===== src/rtl/fresh3_mailbox.sv =====
module fresh3_mailbox #(
  parameter int DATA_W = 8
) (
  input  logic              clk,
  input  logic              rst_n,
  input  logic              wr_req,
  input  logic [DATA_W-1:0] wr_data,
  output logic              wr_ack,
  output logic              wr_skip,
  input  logic              rd_req,
  output logic [DATA_W-1:0] rd_data,
  output logic              rd_ack,
  output logic              rd_stale
);
  localparam int NSLOT = 3;

  typedef enum logic [2:0] {W_IDLE, W_STORE, W_PUB, W_CHOOSE, W_ACK} wr_state_t;
  typedef enum logic [1:0] {R_IDLE, R_CLAIM, R_OUT, R_ACK} rd_state_t;

  wr_state_t ws;
  rd_state_t rs;
  logic [1:0] nxt_q, last_q, read_q;
  logic [DATA_W-1:0] slot_q [NSLOT];
  logic fresh_q;
  logic grant_w, grant_r, pub, store;

  function automatic logic [1:0] pick_free(input logic [1:0] a, input logic [1:0] b);
    if (a == b) return (a == 2'd0) ? 2'd1 : 2'd0;
    return 2'd3 - a - b;
  endfunction

  assign store   = (ws == W_STORE);
  assign pub     = (ws == W_PUB);
  assign grant_w = (ws == W_CHOOSE);
  assign grant_r = (rs == R_CLAIM) && !grant_w;
  assign wr_ack  = (ws == W_ACK);
  assign rd_ack  = (rs == R_ACK);

  always_ff @(posedge clk) begin
    if (!rst_n) begin
      ws      <= W_IDLE;
      nxt_q   <= 2'd0;
      last_q  <= 2'd1;
      wr_skip <= 1'b0;
    end else begin
      case (ws)
        W_IDLE:   if (wr_req) begin ws <= W_STORE; wr_skip <= 1'b0; end
        W_STORE:  ws <= W_PUB;
        W_PUB:    begin
                    last_q  <= nxt_q;
                    wr_skip <= fresh_q && !grant_r;
                    ws      <= W_CHOOSE;
                  end
        W_CHOOSE: begin
                    nxt_q <= pick_free(last_q, read_q);
                    ws    <= W_ACK;
                  end
        W_ACK:    if (!wr_req) ws <= W_IDLE;
        default:  ws <= W_IDLE;
      endcase
    end
  end

  always_ff @(posedge clk) begin
    if (!rst_n) begin
      for (int i = 0; i < NSLOT; i++) slot_q[i] <= '0;
    end else if (store) begin
      slot_q[nxt_q] <= wr_data;
    end
  end

  always_ff @(posedge clk) begin
    if (!rst_n)       fresh_q <= 1'b0;
    else if (pub)     fresh_q <= 1'b1;
    else if (grant_r) fresh_q <= 1'b0;
  end

  always_ff @(posedge clk) begin
    if (!rst_n) begin
      rs       <= R_IDLE;
      read_q   <= 2'd1;
      rd_data  <= '0;
      rd_stale <= 1'b0;
    end else begin
      case (rs)
        R_IDLE:  if (rd_req) begin rs <= R_CLAIM; rd_stale <= 1'b0; end
        R_CLAIM: if (grant_r) begin
                   read_q   <= last_q;
                   rd_stale <= !fresh_q;
                   rs       <= R_OUT;
                 end
        R_OUT:   begin rd_data <= slot_q[read_q]; rs <= R_ACK; end
        R_ACK:   if (!rd_req) rs <= R_IDLE;
        default: rs <= R_IDLE;
      endcase
    end
  end
endmodule



===== config.mk =====
export PLATFORM = sky130hd
export DESIGN_NAME = fresh3_mailbox
export DESIGN_NICKNAME = d
export VERILOG_FILES = /design/src/rtl/fresh3_mailbox.sv
export SDC_FILE = /design/constraint.sdc
export NUM_CORES = 1
export LEC_CHECK = 0
export BUFFER_PORTS_ARGS = -buffer_cell sky130_fd_sc_hd__buf_2
export CAP_MARGIN = 20
export CORE_UTILIZATION = 55
export CTS_BUF_LIST = sky130_fd_sc_hd__clkbuf_8
export DETAILED_ROUTE_END_ITERATION = 10
export MAX_ROUTING_LAYER = met4
export PLACE_DENSITY = 0.78
export SLEW_MARGIN = 20
export SYNTH_ARGS = -nofsm -noshare
export SYNTH_HDL_FRONTEND = slang
export SYNTH_SLANG_ARGS = --single-unit

===== constraint.sdc =====
create_clock -name clk -period 2 [get_ports clk]
set_input_delay 0.2 -clock clk [delete_from_list [all_inputs] [get_ports clk]]
set_output_delay 0.2 -clock clk [all_outputs]
set_load 0.02 [all_outputs]

==> out/results.ini, run 1 <==
[timing]
fin_crit_ns=1.619
grt_setup_unrepaired=no
slew_headroom_pct=55.15
max_freq_ghz=0.6178
tns_ns=0
tightestPinTransition_ns=0.6713
worst_clock_skew_ns=0.005912
fin_crit_sh_pct=80.93
drv_slew=0
hold_viol=0
worst_slack_ns=0.3815
finalSetupViolations=0

[critical_path]
worstSetupEndpoint=slot_q[0][5]
ff2ff_setup_slack_ns=0.38
worst_setup_path_start_kind=flip-flop
slowest_stage=or4b_4
path_cells=or4b_4 > o21ai_1 > buf_4
arrival_ns=1.64
cp_slowest_stage_delay_ns=0.62
critPathLaunch=ws[1]
rr_worst_depth=3
worstPathMaxFanout=8
r2r_start=ws[1]
r2r_end=slot_q[0][5]
critPathKind=flip-flop to flip-flop
cp-end-kind=flip-flop
required_ns=2.02

[routing]
drt_iter0_markers=79
drc=0
detail_route.wl_per_cell_um=16.22
first_pass_iters=4
vias=1441
drt-total-wl_mm=4.169
vias_per_cell=5.607
ant_nets=0

[clock_tree]
clkTransAtPathRegs_ns=0.09
cts_buffer_depth=2
cts_sinks=54
htree_levels=2
cts_root_buf=clkbuf_8
cts_tree=built
clk_latency_ns=0.30
cts_hold_buf=0
post_cts_buffers=0
cts_resized=0
numCtsBuffers=5

[floorplanning]
core-area_um2=4086
die_area_um2=4591
dieWidth_um=67.76
die_h_um=67.76
std_cell_rows=23
start_util_pct=58.21
io_pins=24

[placement]
io_buffers=23
dp.cells=249
dp_hpwl_mm=3.141
gp_congestion=0.8084
pre_cts_slack_ns=0.3644

[logic_synthesis]
synth-seq-cells=54
postSynth.asyncResetShare_pct=0
synth.most_common_cell=edfxtp_1
synth-edff-count=32
synthFlopType=edfxtp_1
synth.cell_area_um2=2379
ys_warn_count=0
syn_area_per_cell_um2=13.29
synthCells=179
yosysUniqueCellTypes=35
synth_area_leaders=edfxtp_1 (40%), dfxtp_1 (19%), mux4_2 (7.6%), and2_1 (6.3%), mux2i_1 (5.5%)
ys_seq_area_share_pct=58.92
yosys.area.top_type=edfxtp_1
ys_top_cells_by_count=edfxtp_1 (32), and2_1 (24), dfxtp_1 (22)
synth_top_area_share_pct=40.40
synthesis.nets=197

[finish]
drive_above_1_share_pct=24.64
n_fill_cell=298
nNetsFinal=224
multi_input_area_um2=917.1
fin_cells=257
ff_latch_area_um2=1401
antennaDiodeCount=0
area_growth_pct=11.89

[global_routing]
antenna_found_initial=0
gr-usage-all-layers_pct=21.77
grt_overflow=0
grt_first_pass_wirelength_mm=6.858
first_global_vias=1424
grt_max_degree=17

[min_path]
whs_path_depth=1
holdCritPathClass=input pin to flip-flop

[outcome]
outcome=complete, no violations

[run]
maxCapViolCount=0

[pwr]
power_density_nw_per_um2=1005
peakVddDrop_mv=0.4746
power_mw=2.673
leakagePower_nw=1.025

[flip-flops by register name, indices dropped and copies added, names as in the netlist]
name / flops
read_q: 2
fresh_q: 1
nxt_q: 2
ws: 3
rd_stale: 1
wr_skip: 1
rd_data: 8
slot_q: 32
last_q: 2
rs: 2
[worst min path at each step]
stage                           from            to  slack, ns
after global routing      wr_data[3]  slot_q[3][3]       0.11
after floorplan           wr_data[0]  slot_q[3][0]       0.30
after CTS                 wr_data[6]  slot_q[3][6]       0.10
after global placement    wr_data[7]  slot_q[3][7]       0.42
final                     wr_data[3]  slot_q[3][3]       0.11
after detailed placement  wr_data[6]  slot_q[3][6]       0.42
[layer usage]
layer	share of wire (%)	GRT usage [%]	wire, µm
met5	0	-	0
met4	1.2	6.383	50
met3	3.7	4.054	153
met2	47	32.67	1942
met1	49	30.07	2022
[where the power goes]
group | total [mW] | switching (mW) | internal, mW
registers | 1.33 | 0.0590 | 1.27
logic | 0.639 | 0.343 | 0.296
clock network | 0.707 | 0.338 | 0.369
total | 2.67 | 0.741 | 1.93
[area by class of cell]
type                       instances  area share (%)
clock buffer                       5           2.586
clock inverter                     3           1.504
inverter                           5          0.7052
multi-input combinational        112           34.46
sequential                        54           52.66
tap                               50           2.351
timing repair buffer              28           5.736
[worst max-delay path, delay by kind of cell (launching register included)]
family / cells / cell delay [ns]
buffers and inverters: 1 / 0.18
AOI/OAI and AO/OA: 1 / 0.16
and+or+nand+nor: 1 / 0.62
DFF: 1 / 0.39
[metrics by stage]
stage | hold slack [ns] | utilization, % | cell area, µm²
floorplan | 0.2989 | - | 2379
CTS | 0.1038 | 65.13 | 2661
global placement | 0.4156 | 62.46 | 2552
detailed placement | 0.4194 | 62.46 | 2552
finish | 0.1075 | 65.13 | 2661
global route | 0.1054 | 65.13 | 2661
[kinds of logic after synthesis]
logic type | Yosys count | share of synthesized area (%)
flip-flops | 54 | 58.92
adder cells (fa/ha/maj) | 6 | 3.156
XOR/XNOR | 2 | 0.7366
buffers and inverters | 13 | 2.525
multiplexers | 21 | 13.05
AND/OR/NAND/NOR | 60 | 15.04
AO/OA/AOI/OAI | 23 | 6.576
[cells in the final DEF (no fill, tap or decap), types with 5 or more instances in the layout]
cell,synthesis,final
dfxtp_1,22,22
clkbuf_8,0,5
mux4_2,8,8
and2_1,24,24
nor2_1,13,13
ha_1,6,6
edfxtp_1,32,32
buf_4,0,5
nand2_1,8,8
o21ai_0,7,5
a21oi_1,7,7
inv_1,5,5
buf_2,3,23
mux2i_1,13,13
Power figures use the tool's default switching activity.
==> run 2, diff against run 1 <==
--- a/config.mk
+++ b/config.mk
@@ -11,7 +11,7 @@
 export CTS_BUF_LIST = sky130_fd_sc_hd__clkbuf_8
 export DETAILED_ROUTE_END_ITERATION = 10
 export MAX_ROUTING_LAYER = met4
-export PLACE_DENSITY = 0.78
+export PLACE_DENSITY = 0.75
 export SLEW_MARGIN = 20
 export SYNTH_ARGS = -nofsm -noshare
 export SYNTH_HDL_FRONTEND = slang
==> constraint.sdc (replaced) <==
create_clock -name clk -period 1.5 [get_ports clk]
set_input_delay 0.15 -clock clk [delete_from_list [all_inputs] [get_ports clk]]
set_output_delay 0.15 -clock clk [all_outputs]
set_load 0.02 [all_outputs]
==> run 2 against run 1 <==
The flow now finishes with violations (negative setup slack). Clock power rose by 21%. Wire length is 7.6% higher. Non-clock buffer count increased by 8. Final area is 4.7% higher. Sequential share of layout area is 2.3 points lower. Clock skew increased by 0.0057 ns. Sequential cell count stayed put. Combinational power rose by 48%. Utilization up 3.0 points. Hold slack got worse by 0.066 ns. First-iteration DRC count fell by 23%. Critical path type unchanged.
==> out/results.ini, run 2 (same netlist as run 1, synthesis figures left out) <==
[pwr]
p_int_mw=2.529
leakagePower_nw=1.084
clockPowerShare_pct=24.0
peakVddDrop_mv=0.8050
seqPwrFrac_pct=49.5
p_comb_share_pct=26.5
power_switching_mw=1.041
power_density_nw_per_um2=1282
p_sw_share_pct=29.16

[placement]
gp_congestion=0.7928
dp.cells=257
place_area_um2=2664
io_buffers=23
dp_hpwl_mm=3.459

[timing]
fin_crit_ns=1.535
hold_viol=0
slew_headroom_pct=65.15
worst_clock_skew_ns=0.01161
max_freq_ghz=0.6513
worst_slack_ns=-0.03543
grt_setup_unrepaired=yes
tightestPinTransition_ns=0.5220
drv_slew=0
fin_crit_sh_pct=102.4
finalSetupViolations=24

[floorplanning]
start_util_pct=58.21
io_pins=24
die_area_um2=4591
core-area_um2=4086
die_h_um=67.76
dieWidth_um=67.76
std_cell_rows=23

[routing]
drt_iter0_markers=61
first_pass_iters=4
drt-total-wl_mm=4.484
drc=0
vias_per_cell=5.657
ant_nets=0
vias=1499
detail_route.wl_per_cell_um=16.92

[outcome]
violations=negative setup slack
outcome=finished, violations left

[critical_path]
worst_setup_path_start_kind=flip-flop
worstPathMaxFanout=8
slowest_stage=or4b_4
path_cells=or4b_4 > o21ai_4
arrival_ns=1.52
critPathKind=flip-flop to flip-flop
cp-end-kind=flip-flop
cp_slowest_stage_delay_ns=0.58
required_ns=1.49

[clock_tree]
numCtsBuffers=5
htree_levels=2
cts_root_buf=clkbuf_8
cts_buffer_depth=2
cts_tree=built
clkTransAtPathRegs_ns=0.09
clk_latency_ns=0.32
cts_hold_buf=0
cts_sinks=54
post_cts_buffers=0

[global_routing]
gr-usage-all-layers_pct=24.13
antenna_found_initial=0
grt_overflow=0
top_usage_layer=met2
grt_first_pass_wirelength_mm=7.320
met1_usage_pct=29.41
gr-usage-met2_pct=38.37
gr-usage-met3_pct=6.419
first_global_vias=1471
grt_max_degree=18

[finish]
final_common_cell=edfxtp_1
largest-register=slot_q
fin_cells=265
nNetsFinal=232
fin_area_um2=2785
drive_above_1_share_pct=32.09
final_cell_mix=edfxtp_1 (32), buf_2 (23), and2_1 (21)
post-route-util_pct=68.16
largestRegisters=slot_q: 32 flops, rd_data: 8 flops, ws: 3 flops
area_growth_pct=17.10
largest_reg_flops=32
antennaDiodeCount=0

[run]
maxCapViolCount=0

[min_path]
holdCritPathClass=input pin to flip-flop

## run 2: critical path: cells and delay by family (launching register included)
kind	cells	cell delay, ns
flip-flops	1	0.33
AO/OA/AOI/OAI	1	0.30
AND/OR/NAND/NOR	1	0.58
## run 2: power by group through the flow
stage	Combinational [mW]	Clock (mW)	Sequential (mW)
global route	1.04	0.934	1.78
floorplan	0.637	0	1.83
CTS	0.946	0.876	1.77
global placement	0.884	0	1.79
finish	0.946	0.857	1.77
detailed placement	0.940	0	1.80
## run 2: repair_timing
item,4_1_cts,5_1_grt
gates resized for setup,4,4
gates cloned,0,0
setup endpoints to repair,30,36
pin swaps,4,2
endpoints found under the hold margin,0,0
## run 2: final timing paths
kind	from	endpoint	slack [ns]	depth (start not counted)
worst max-delay path	ws[2]	slot_q[0][6]	-0.04	2
worst min-delay path	wr_data[4]	slot_q[3][4]	0.04	1
worst min register to register	rd_stale	rd_stale	0.48	2
worst max register to register	ws[2]	slot_q[0][6]	-0.04	2
## run 2: metrics by stage
step	hold slack (ns)	total power, mW	TNS, ns	setup slack [ns]
4_1_cts	0.03711	3.588	-0.4587	-0.03915
5_1_grt	0.03848	3.759	-1.764	-0.07613
3_5_place_dp	0.3654	2.741	-0.4624	-0.05462
2_1_floorplan	0.2489	2.464	-0.9598	-0.05999
6_report	0.04149	3.571	-0.4253	-0.03543
3_3_place_gp	0.3620	2.672	0	0.03058
## run 2: layout make-up
class                           count  area, µm²
Tap cell                           50      62.56
Timing Repair Buffer               36      241.5
Clock inverter                      2      17.52
Sequential cell                    54       1404
Fill cell                         281       1301
Inverter                            5      18.77
Multi-Input combinational cell    112      958.4
Clock buffer                        6      82.58
## run 2: per-layer routing
| metal | part of all wire, % | up-vias |
|---|---|---|
| met3 | 5.2 | 6 |
| li1 | - | 721 |
| met2 | 49 | 42 |
| met1 | 44 | 730 |
| met5 | 0 | - |
| met4 | 1.2 | 0 |
==> run 3, diff against run 2 <==
--- a/config.mk
+++ b/config.mk
@@ -11,7 +11,7 @@
 export CTS_BUF_LIST = sky130_fd_sc_hd__clkbuf_8
 export DETAILED_ROUTE_END_ITERATION = 10
 export MAX_ROUTING_LAYER = met4
-export PLACE_DENSITY = 0.75
+export PLACE_DENSITY = 0.76
 export SLEW_MARGIN = 20
 export SYNTH_ARGS = -nofsm -noshare
 export SYNTH_HDL_FRONTEND = slang
==> run 3 against run 2 <==
The run still ends with negative setup slack left. Clock-buffer cell count down 1. Combinational power up 2%. Worst setup slack better by 0.010 ns. Clock skew down 0.0026 ns. Clock power up 10%. Power up 3.1%. Final area up 0.99%. Sequential cell count unchanged. Critical endpoint is now slot_q[1][0]. Largest cell class unchanged. Largest power group unchanged.
==> out/results.ini, run 3 (same netlist as run 1, synthesis figures left out) <==
[outcome]
outcome=finished, violations left
violations=negative setup slack

[floorplanning]
start_util_pct=58.21
std_cell_rows=23
die_area_um2=4591
die_h_um=67.76
core-area_um2=4086
dieWidth_um=67.76
io_pins=24

[critical_path]
critPathKind=flip-flop to flip-flop
ff2ff_setup_slack_ns=-0.03
required_ns=1.48
path_cells=or4b_4 > o21ai_4
r2r_end=slot_q[1][0]
crit_cells=2
worst_path_dominant_cell_family=simple AND/OR/NAND/NOR gates
worstPathMaxFanout=8
r2r_start=ws[2]
arrival_ns=1.51
cp-end-kind=flip-flop
slowest_stage=or4b_4
path_buf_inv=0
rr_worst_depth=2
worst_setup_path_start_kind=flip-flop
cp_slowest_stage_delay_ns=0.59

[routing]
drt_iter0_markers=68
vias=1521
vias_per_cell=5.675
ant_nets=0
first_pass_iters=4
drt-total-wl_mm=4.499
detail_route.wl_per_cell_um=16.79
drc=0

[clock_tree]
numCtsBuffers=5
cts_tree=built
htree_levels=2
clkTransAtPathRegs_ns=0.09
cts_buffer_depth=2
clk_latency_ns=0.30
cts_sinks=54
cts_root_buf=clkbuf_8

[global_routing]
antenna_found_initial=0
first_global_vias=1448
grt_max_degree=18
gr-usage-all-layers_pct=23.56
grt_first_pass_wirelength_mm=7.245
grt_overflow=0

[finish]
area_growth_pct=18.25
largestRegisters=slot_q: 32 flops, rd_data: 8 flops, ws: 3 flops
final_common_cell=edfxtp_1
fin_area_um2=2813
n_fill_cell=289
final_cell_mix=edfxtp_1 (32), and2_1 (23), buf_2 (23)
nNetsFinal=235
drive_above_1_share_pct=32.57
largest-register=slot_q
antennaDiodeCount=0
largest_reg_flops=32

[timing]
worst_clock_skew_ns=0.009046
worst_slack_ns=-0.02545
slew_headroom_pct=78.61
hold_viol=0
tightestPinTransition_ns=0.3168
max_freq_ghz=0.6555
drv_slew=0
fin_crit_sh_pct=101.7
fin_crit_ns=1.525
finalSetupViolations=13
grt_setup_unrepaired=yes

[placement]
dp_hpwl_mm=3.206
pre_cts_slack_ns=-0.05138
place_area_um2=2659
gp_congestion=0.8447
io_buffers=23

[pwr]
peakVddDrop_mv=0.8189
power_mw=3.680
leakagePower_nw=1.099
power_density_nw_per_um2=1308

[min_path]
holdCritPathClass=input pin to flip-flop
hp-start=wr_data[6]
whs_path_depth=1
holdPathEnd=slot_q[3][6]

[run]
maxCapViolCount=0

run 3: worst max path at each step:
stage	to	from	slack [ns]
finish	slot_q[1][0]	ws[2]	-0.03
global route	slot_q[1][0]	ws[2]	-0.06
CTS	slot_q[1][0]	ws[2]	-0.03
detailed placement	slot_q[0][3]	nxt_q[1]	-0.05
global placement	slot_q[0][3]	nxt_q[1]	-0.03
floorplan	slot_q[1][0]	ws[1]	-0.06
run 3: report_power, final:
part           internal (mW)  total [mW]  switching (mW)
clock                  0.494       0.945           0.451
combinational          0.464       0.964           0.500
sequential              1.70        1.77          0.0735
total                   2.66        3.68            1.02
run 3: what timing repair did:
action | CTS | global route
pin swaps | 6 | 4
hold buffers | 0 | 0
setup endpoints to repair | 25 | 44
setup buffers | 2 | 0
gates resized for setup | 2 | 9
run 3: metrics by stage:
stage | std cells | hold WS [ns] | TNS [ns] | util, %
detailed placement | 258 | 0.3619 | -0.6397 | 65.06
global placement | 258 | 0.3575 | -0.2073 | 65.06
floorplan | 179 | 0.2489 | -0.9598 | -
finish | 268 | 0.04728 | -0.1612 | 68.83
global route | 268 | 0.04207 | -1.146 | 68.83
CTS | 268 | 0.04128 | -0.4337 | 68.34
run 3: layout make-up:
class / instances / area [µm²] / share of cell area (%)
Sequential cell: 54 / 1406 / 50.00
Timing Repair Buffer: 39 / 262.8 / 9.342
Tap cell: 50 / 62.56 / 2.224
Clock inverter: 3 / 42.54 / 1.512
Multi-Input combinational cell: 112 / 950.9 / 33.81
Inverter: 5 / 18.77 / 0.6673
Clock buffer: 5 / 68.82 / 2.447
run 3: worst register-to-register path, stage by stage, from the launching register on:
cell and delay, ns:
dfxtp_2 0.33, or4b_4 0.59, o21ai_4 0.29
run 3: routing by layer:
layer,vias to the layer above,share of wire (%),track usage (%)
li1,724,-,-
met3,9,6.0,5.574
met4,0,1.7,8.777
met1,736,43,29.49
met2,52,50,37.00
met5,-,0,-
